--- src/rtl/fpcls_pkg.sv ---
package fpcls_pkg;
  localparam int VAL_W = 16;
  localparam int SEL_W = 10;
  localparam int EXP_W = 5;
  localparam int MAN_W = 10;
  localparam int OPC_W = 8;

  localparam logic [OPC_W-1:0] OPC_TEST   = 8'd20;
  localparam logic [OPC_W-1:0] OPC_TEST_X = 8'd21;

  // category bit positions inside a selection mask
  localparam int CAT_SNAN  = 0;
  localparam int CAT_QNAN  = 1;
  localparam int CAT_NINF  = 2;
  localparam int CAT_NNORM = 3;
  localparam int CAT_NDEN  = 4;
  localparam int CAT_NZERO = 5;
  localparam int CAT_PZERO = 6;
  localparam int CAT_PDEN  = 7;
  localparam int CAT_PNORM = 8;
  localparam int CAT_PINF  = 9;
endpackage

--- src/rtl/fpcls_half_cat.sv ---
module fpcls_half_cat
  import fpcls_pkg::*;
(
  input  logic [VAL_W-1:0] val,
  output logic [SEL_W-1:0] cat
);
  logic             sgn;
  logic [EXP_W-1:0] ex;
  logic [MAN_W-1:0] man;

  assign sgn = val[VAL_W-1];
  assign ex  = val[VAL_W-2 -: EXP_W];
  assign man = val[MAN_W-1:0];

  always_comb begin
    cat = '0;
    if (ex == '1) begin
      if (man != '0) begin
        if (man[MAN_W-1]) cat[CAT_QNAN] = 1'b1;
        else              cat[CAT_SNAN] = 1'b1;
      end else begin
        if (sgn) cat[CAT_NINF] = 1'b1;
        else     cat[CAT_PINF] = 1'b1;
      end
    end else if (ex == '0) begin
      // denormals kept as denormals, no flush
      if (man == '0) begin
        if (sgn) cat[CAT_NZERO] = 1'b1;
        else     cat[CAT_PZERO] = 1'b1;
      end else begin
        if (sgn) cat[CAT_NDEN] = 1'b1;
        else     cat[CAT_PDEN] = 1'b1;
      end
    end else begin
      if (sgn) cat[CAT_NNORM] = 1'b1;
      else     cat[CAT_PNORM] = 1'b1;
    end
  end
endmodule

--- src/rtl/fpcls_lane_array.sv ---
module fpcls_lane_array
  import fpcls_pkg::*;
#(
  parameter int LANES = 64
) (
  input  logic [LANES*VAL_W-1:0] lane_val,
  input  logic [LANES*SEL_W-1:0] lane_sel,
  input  logic [LANES-1:0]       lane_en,
  output logic [LANES-1:0]       hit
);
  for (genvar i = 0; i < LANES; i++) begin : g_lane
    logic [SEL_W-1:0] cat;

    fpcls_half_cat u_cat (
      .val (lane_val[i*VAL_W +: VAL_W]),
      .cat (cat)
    );

    assign hit[i] = lane_en[i] & (|(cat & lane_sel[i*SEL_W +: SEL_W]));
  end
endmodule

--- src/rtl/fpcls_unit.sv ---
module fpcls_unit
  import fpcls_pkg::*;
#(
  parameter int LANES = 64
) (
  input  logic                   clk,
  input  logic                   rst_n,
  input  logic                   req_vld,
  input  logic [OPC_W-1:0]       req_opc,
  input  logic [LANES*VAL_W-1:0] lane_val,
  input  logic [LANES*SEL_W-1:0] lane_sel,
  input  logic [LANES-1:0]       exec_in,
  output logic [LANES-1:0]       dst_mask,
  output logic [LANES-1:0]       exec_mask,
  output logic                   opc_err
);
  logic [LANES-1:0] hit;
  logic [LANES-1:0] dst_q, dst_d;
  logic [LANES-1:0] exe_q, exe_d;
  logic             err_q, err_d;
  logic             dst_en, exe_en;
  logic             opc_ok;

  fpcls_lane_array #(.LANES(LANES)) u_lanes (
    .lane_val (lane_val),
    .lane_sel (lane_sel),
    .lane_en  (exec_in),
    .hit      (hit)
  );

  assign opc_ok = (req_opc == OPC_TEST) || (req_opc == OPC_TEST_X);

  always_comb begin
    dst_en = req_vld && opc_ok;
    exe_en = req_vld && (req_opc == OPC_TEST_X);
    dst_d  = dst_en ? hit : dst_q;
    exe_d  = exe_en ? hit : exe_q;
    err_d  = req_vld && !opc_ok;
  end

  always_ff @(posedge clk or negedge rst_n) begin
    if (!rst_n) begin
      dst_q <= '0;
      exe_q <= '1;
      err_q <= 1'b0;
    end else begin
      dst_q <= dst_d;
      exe_q <= exe_d;
      err_q <= err_d;
    end
  end

  assign dst_mask  = dst_q;
  assign exec_mask = exe_q;
  assign opc_err   = err_q;

  // disabled lanes never carry a 1 after a successful request
  a_r6_disabled_lane_zero: assert property (@(posedge clk) disable iff (!rst_n)
    (req_vld && opc_ok) |=> ((dst_mask & ~$past(exec_in)) == '0));

  // plain test keeps the execute-mask register
  a_r7_plain_keeps_exec: assert property (@(posedge clk) disable iff (!rst_n)
    (req_vld && req_opc == OPC_TEST) |=> $stable(exec_mask));

  // the X test leaves both registers equal
  a_r8_x_writes_both: assert property (@(posedge clk) disable iff (!rst_n)
    (req_vld && req_opc == OPC_TEST_X) |=> (exec_mask == dst_mask));

  // no strobe, no change
  a_r9_hold_idle: assert property (@(posedge clk) disable iff (!rst_n)
    !req_vld |=> ($stable(dst_mask) && $stable(exec_mask) && !opc_err));

  // unsupported opcode flags and changes nothing
  a_r10_bad_opc: assert property (@(posedge clk) disable iff (!rst_n)
    (req_vld && !opc_ok) |=> (opc_err && $stable(dst_mask) && $stable(exec_mask)));
endmodule

--- config.mk ---
export PLATFORM = sky130hd
export DESIGN_NAME = fpcls_unit
export DESIGN_NICKNAME = d
export VERILOG_FILES = /design/src/rtl/fpcls_pkg.sv /design/src/rtl/fpcls_half_cat.sv /design/src/rtl/fpcls_lane_array.sv /design/src/rtl/fpcls_unit.sv
export SDC_FILE = /design/constraint.sdc
export NUM_CORES = 1
export LEC_CHECK = 0
export ABC_AREA = 1
export BUFFER_PORTS_ARGS = -buffer_cell sky130_fd_sc_hd__buf_2
export CORE_AREA = 2 2 738 740
export CTS_BUF_LIST = sky130_fd_sc_hd__clkbuf_4
export CTS_CLUSTER_DIAMETER = 100
export DETAILED_ROUTE_END_ITERATION = 10
export DIE_AREA = 0 0 740 742
export SYNTH_ARGS = -nofsm -noshare
export SYNTH_HDL_FRONTEND = slang
export SYNTH_SLANG_ARGS = --single-unit
--- constraint.sdc ---
create_clock -name clk -period 1.5 [get_ports clk]
set_input_delay 0.3 -clock clk [delete_from_list [all_inputs] [get_ports clk]]
set_output_delay 0.3 -clock clk [all_outputs]
set_load 0.01 [all_outputs]
==> run metrics, run 1 <==
status=complete, but fails checks; failing checks=negative hold slack, negative setup slack; Total Neg Setup Slack=-53.14 ns; CP Launch Type=register; Final period util=139%; All-Layer GR Usage=12.2%; Worst VDD drop=625 µV; adder and majority gate portion of the synthesized area=0%; Die Wd=740 µm; setup slack after placement=-1.05 ns; Synth Warn #=0; routed vias=37600; clk buf depth=3; CP required=1.20 ns; CTS tree=yes; mapped cell area=0.0181 mm²; P_leak=24.3 nW; CP endpoint kind=primary output; multiplexer share of the synthesized area=0.110%; Crit Path Max Fanout=2; Worst Reg-to-Reg Cells=4; largest family of logic cells by synthesized area=simple AND/OR/NAND/NOR gates; clock-pin slew on the worst setup and hold paths=0.30 ns; row cnt=271; CP Class=reg -> out; Max-slew headroom=56.3%; synth unique cells=20; Post-Synth Simple-Gate Area=64.6%; IO Pins=1868; worst slew pin tran=0.653 ns; worst path setup slack after routing=-0.589 ns; chip height=742 µm; final hold slack=-0.0298 ns; antenna violations before repair=448; Port-buffer cells=1867; WL final=353 mm; CP peak stage delay=0.62 ns; Initial Util=3.35%; Pre-antenna DRT Iters=5; drt initial violations=2700; stages on the worst setup path=1; CP Capture Point=exec_mask[33]; Final Max Slew Viols=0; DRC Markers=0; Setup-failing EPs final=178; Synth Area in XOR/XNOR=0%; arrival time worst endpoint=1.79 ns; H-Tree Depth=4; final hold viol count=1; Worst R2R Setup Slack=0.55 ns; global-route wire length before repair=418 mm; Core Footprint=0.542 mm²; Clock Sinks=129; Worst Path Buf+Inv=1; layout cells sized above 1=38.4%; worst r2r src=exec_mask[29]$_DFFE_PN1P_; hold crit path type=in -> reg; slowest CP cell=dfstp_2; worst r2r dst=exec_mask[29]$_DFFE_PN1P_; root buffer cell=clkbuf_4; Yosys reg bits=129; fillers=64000; power per cell area=345 mW/mm²; Routed Antenna Nets=0; fmax=479 MHz; Post-Syn Instances=3618; RSZ-0062 raised after global routing=yes; number of global-route vias before repair=35400; max_cap viols=0; syn_nets=5357; Via density=2.70; critical-path cell list=buf_6; Worst-Skew Late Latency=0.96 ns; complex-gate fraction of the synthesized area=5.30%; Nets=8115; Mean Syn Cell Area=5.02 µm²; largest net degree at the start of global routing=48; total power=16.7 mW; Worst Skew=0 ns; RePlAce Congestion=0.951; Die ar.=0.549 mm²; Inserted Clock Buffers=21; gr ovfl total=0; Wirelength per Cell=25.3 µm; Critical Path Start=exec_mask[33]$_DFFE_PN1P_; sequential area share after synthesis=18.2%; minimum period implied by the final worst setup slack=2.09 ns; cell family with most CP delay=flip-flops; Area Growth Syn to Fin=166%; DP HPWL=327 mm
through the flow:
step	utilization, %	area, µm²	cells
2_1_floorplan	-	18100	3618
3_3_place_gp	7.33	39700	13000
3_5_place_dp	7.33	39700	13000
4_1_cts	8.55	46400	13600
5_1_grt	8.82	47800	13800
6_report	8.92	48300	14000
area by class of cell:
cell class | count | area [µm²] | area share [%]
antenna | 340 | 851 | 1.76
clock buffer | 23 | 173 | 0.357
clock inverter | 10 | 164 | 0.339
inverter | 518 | 1950 | 4.04
multi-input combinational | 2945 | 13200 | 27.3
sequential | 129 | 3310 | 6.84
tap | 7234 | 9050 | 18.7
timing repair buffer | 2761 | 19700 | 40.7
worst register-to-register path: cells and delay by family, from the launching register on:
kind	cells	cell delay, ns
and+or+nand+nor	2	0.11
DFF	1	0.62
buffers and inverters	2	0.21
kinds of logic after synthesis:
family	Yosys count
simple gates	2751
buf+inv	544
compound gates	192
flops	129
mux	2
placed cells by master, fill, tap and decap left out, types with 101 or more instances in the layout:
master            n
buf_4           237
nor2_1          540
nand3_1         566
o21ai_0         126
diode_2         340
buf_12          101
buf_2          1759
inv_1           509
nand2_1        1331
dlygate4sd3_1   472
buf_6           105
worst min-delay path by stage:
stage / from / to / depth (start not counted)
after CTS: lane_val[218] / dst_mask[13]$_DFFE_PN0P_ / 9
after global routing: lane_val[810] / dst_mask[50]$_DFFE_PN0P_ / 9
after detailed placement: rst_n / dst_mask[13]$_DFFE_PN0P_ / 1
after floorplan: rst_n / dst_mask[0]$_DFFE_PN0P_ / 0
final: lane_val[810] / dst_mask[50]$_DFFE_PN0P_ / 9
after global placement: rst_n / dst_mask[13]$_DFFE_PN0P_ / 1
sequential cells by signal (all words and copies together), names as in the netlist:
name       count
dst_mask      64
exec_mask     64
opc_err        1
per-layer routing:
layer,global-route usage (%),vias to the layer above,wire length (µm)
met5,0,-,1370
met4,5.11,200,19000
met3,5.71,868,42100
met2,20.0,2461,157000
met1,13.7,16700,133000
li1,-,17400,-
repair_timing:
action	in CTS	in global routing
gates resized for setup	160	229
endpoints found under the setup margin	129	205
setup buffers	33	32
hold buffers	537	38
gates cloned	0	2
hold endpoints to repair	258	15
pin swaps	0	35
power by group:
part / switching [mW] / internal (mW) / total, mW
Combinational: 4.80 / 4.29 / 9.08
Sequential: 0.100 / 3.64 / 3.74
Clock: 2.39 / 1.46 / 3.85
Total: 7.29 / 9.39 / 16.7
cells in the mapped netlist (all sizes together):
cell / n / area [µm²]
clkbuf: 1 / 3.75
a21oi: 64 / 320
nor3: 64 / 320
buf: 25 / 186
o21ai: 128 / 641
inv: 518 / 1940
nor4: 1 / 12.5
dfstp: 64 / 1680
dfrtp: 65 / 1630
nand3: 640 / 3300
nor2: 580 / 2180
nand3b: 64 / 480
nand2: 1338 / 5020
nand4: 64 / 400
mux2i: 2 / 20.0
(Power assumes the default switching activity.)
==> run 2: changes to the inputs <==
--- a/config.mk
+++ b/config.mk
@@ -8,4 +8,5 @@
 export ABC_AREA = 1
 export BUFFER_PORTS_ARGS = -buffer_cell sky130_fd_sc_hd__buf_2
+export CAP_MARGIN = 20
 export CORE_AREA = 2 2 738 740
 export CTS_BUF_LIST = sky130_fd_sc_hd__clkbuf_4
==> constraint.sdc (replaced) <==
create_clock -name clk -period 1.5 [get_ports clk]
set_input_delay 0.15 -clock clk [delete_from_list [all_inputs] [get_ports clk]]
set_output_delay 0.15 -clock clk [all_outputs]
set_load 0.01 [all_outputs]
==> run metrics, run 2 (synthesis gave the netlist of run 1 again) <==
status=complete, but fails checks; failing checks=negative hold slack, negative setup slack; CP peak stage delay=0.63 ns (about the same); clk buf depth=3 (unchanged); Total Neg Setup Slack=-34.26 ns (+18.88 ns); M1 wire length=136 mm (+2.2%); Setup-failing EPs final=201 (+13%); CP Class=in -> reg; Crit Path Max Fanout=3 (+1); worst slew pin tran=1.07 ns (+0.418 ns); final hold viol count=3 (+2); row cnt=271 (unchanged); root buffer cell=clkbuf_4; CTS tree=yes; CP required=2.40 ns (+1.20 ns); Initial Util=3.35% (unchanged); Core Footprint=0.542 mm² (unchanged); final hold slack=-0.0885 ns (-0.0587 ns); layout cells sized above 1=37.3% (-1.1 points); power per cell area=341 mW/mm² (-1.1%); Port-buffer cells=1867 (unchanged); Final period util=130% (-9.2 points); CP Launch Type=primary input; All-Layer GR Usage=12.3% (+0.096 points); global-route wire length before repair=421 mm (+0.76%); Wirelength per Cell=25.7 µm (+1.7%); Routed Antenna Nets=0 (unchanged); Worst Skew=0 ns (unchanged); largest net degree at the start of global routing=40 (-17%); DP Area=0.0394 mm² (-0.86%); uppermost routed layer=met5; Die ar.=0.549 mm² (unchanged); H-Tree Depth=4 (unchanged); Nets=8094 (-0.26%); met2 wire len=160 mm (+1.7%); post-layout util=8.83% (-0.088 points); setup slack after placement=-0.689 ns (+0.356 ns); clock-pin slew on the worst setup and hold paths=0.16 ns (-0.14 ns); critical-path cell list=buf_2 > nor2_1 > nand3_2 > dlygate4sd3_1 > nor2_2 > nand2_1 > nand2_1 > nand2_1 > dlygate4sd3_1 > nand3_1 > nand3_2 > dlygate4sd3_1 > nand2_1; Clock Sinks=129 (unchanged); Inserted Clock Buffers=21 (unchanged); Max-slew headroom=28.4% (-28 points); slowest CP cell=dlygate4sd3_1; Pre-antenna DRT Iters=6 (+1); routed vias=37600 (+0.058%); RePlAce Congestion=0.962 (+1.1%); minimum period implied by the final worst setup slack=1.95 ns (-0.138 ns); max_cap viols=0 (unchanged); RSZ-0062 raised after global routing=yes; fmax=513 MHz (+7.1%); antenna violations before repair=459 (+2.5%); number of global-route vias before repair=34800 (-1.6%); DRC Markers=0 (unchanged); IO Pins=1868 (unchanged); worst path setup slack after routing=-0.451 ns (+0.138 ns); Via density=2.71 (+0.65%); most frequent CP cell=nand2_1; most common cell after layout, fill and taps aside=buf_2; Worst VDD drop=1170 µV (+87%); most frequent cells in the layout=1754 x buf_2, 1334 x nand2_1, 583 x nand3_1; P_leak=23.8 nW (-2.0%); CP endpoint kind=register; WL final=356 mm (+1.1%); Final Max Slew Viols=0 (unchanged); Area Growth Syn to Fin=164%; DP HPWL=327 mm (+0.12%); hold crit path type=in -> reg; arrival time worst endpoint=2.85 ns (+1.06 ns); gr ovfl total=0 (unchanged); chip height=742 µm (unchanged); metal3 WL=40.9 mm (-2.9%); post-route cell area=0.0479 mm² (-0.98%); drt initial violations=2781 (+3.0%); Die Wd=740 µm (unchanged); Worst-Skew Late Latency=0.93 ns (-0.03 ns)
run 2: final timing paths:
path,startpoint,endpoint,slack (ns),depth (start not counted)
max in group asynchronous,rst_n,exec_mask[49]$_DFFE_PN1P_,0.41,5
hold / removal,lane_val[779],dst_mask[48]$_DFFE_PN0P_,-0.09,8
setup / recovery,lane_val[309],exec_mask[19]$_DFFE_PN1P_,-0.45,13
setup reg to reg,dst_mask[22]$_DFFE_PN0P_,dst_mask[22]$_DFFE_PN0P_,0.17,4
min in group asynchronous,rst_n,dst_mask[16]$_DFFE_PN0P_,0.28,4
hold reg to reg,exec_mask[13]$_DFFE_PN1P_,exec_mask[13]$_DFFE_PN1P_,0.49,2
run 2: area by class of cell:
type                            count  area [µm²]
Antenna cell                      279         698
Clock buffer                       21         158
Clock inverter                     12         150
Fill cell                       64000      494000
Inverter                          518        1950
Multi-Input combinational cell   2945       13100
Sequential cell                   129        3310
Tap cell                         7234        9050
Timing Repair Buffer             2740       19500
run 2: through the flow:
stage / instances / total power [mW]
finish: 13900 / 16.3
global route: 13700 / 17.7
CTS: 13500 / 16.7
detailed placement: 12900 / 11.1
global placement: 12900 / 11.1
floorplan: 3618 / 5.59
run 2: routing by layer:
layer  vias to the layer above  global-route usage [%]
li1                      17300                       -
met1                     16800                    13.6
met2                      2484                    20.2
met3                       886                    6.14
met4                       196                    4.80
met5                         -                   0.314
run 2: report_power, final:
| group | internal (mW) | switching, mW |
|---|---|---|
| registers | 3.64 | 0.110 |
| clock network | 1.25 | 2.35 |
| logic | 4.24 | 4.74 |
| total | 9.13 | 7.20 |
run 2: worst max-delay path: cells and delay by family:
kind	cells	cell delay (ns)
buffers and inverters	4	1.82
and+or+nand+nor	9	0.85
run 2: timing repair:
item,in CTS,in global routing
endpoints found under the hold margin,258,53
buffers inserted,28,28
gates resized for setup,168,169
endpoints found under the setup margin,129,240
pin swaps,0,16
hold buffers,482,125
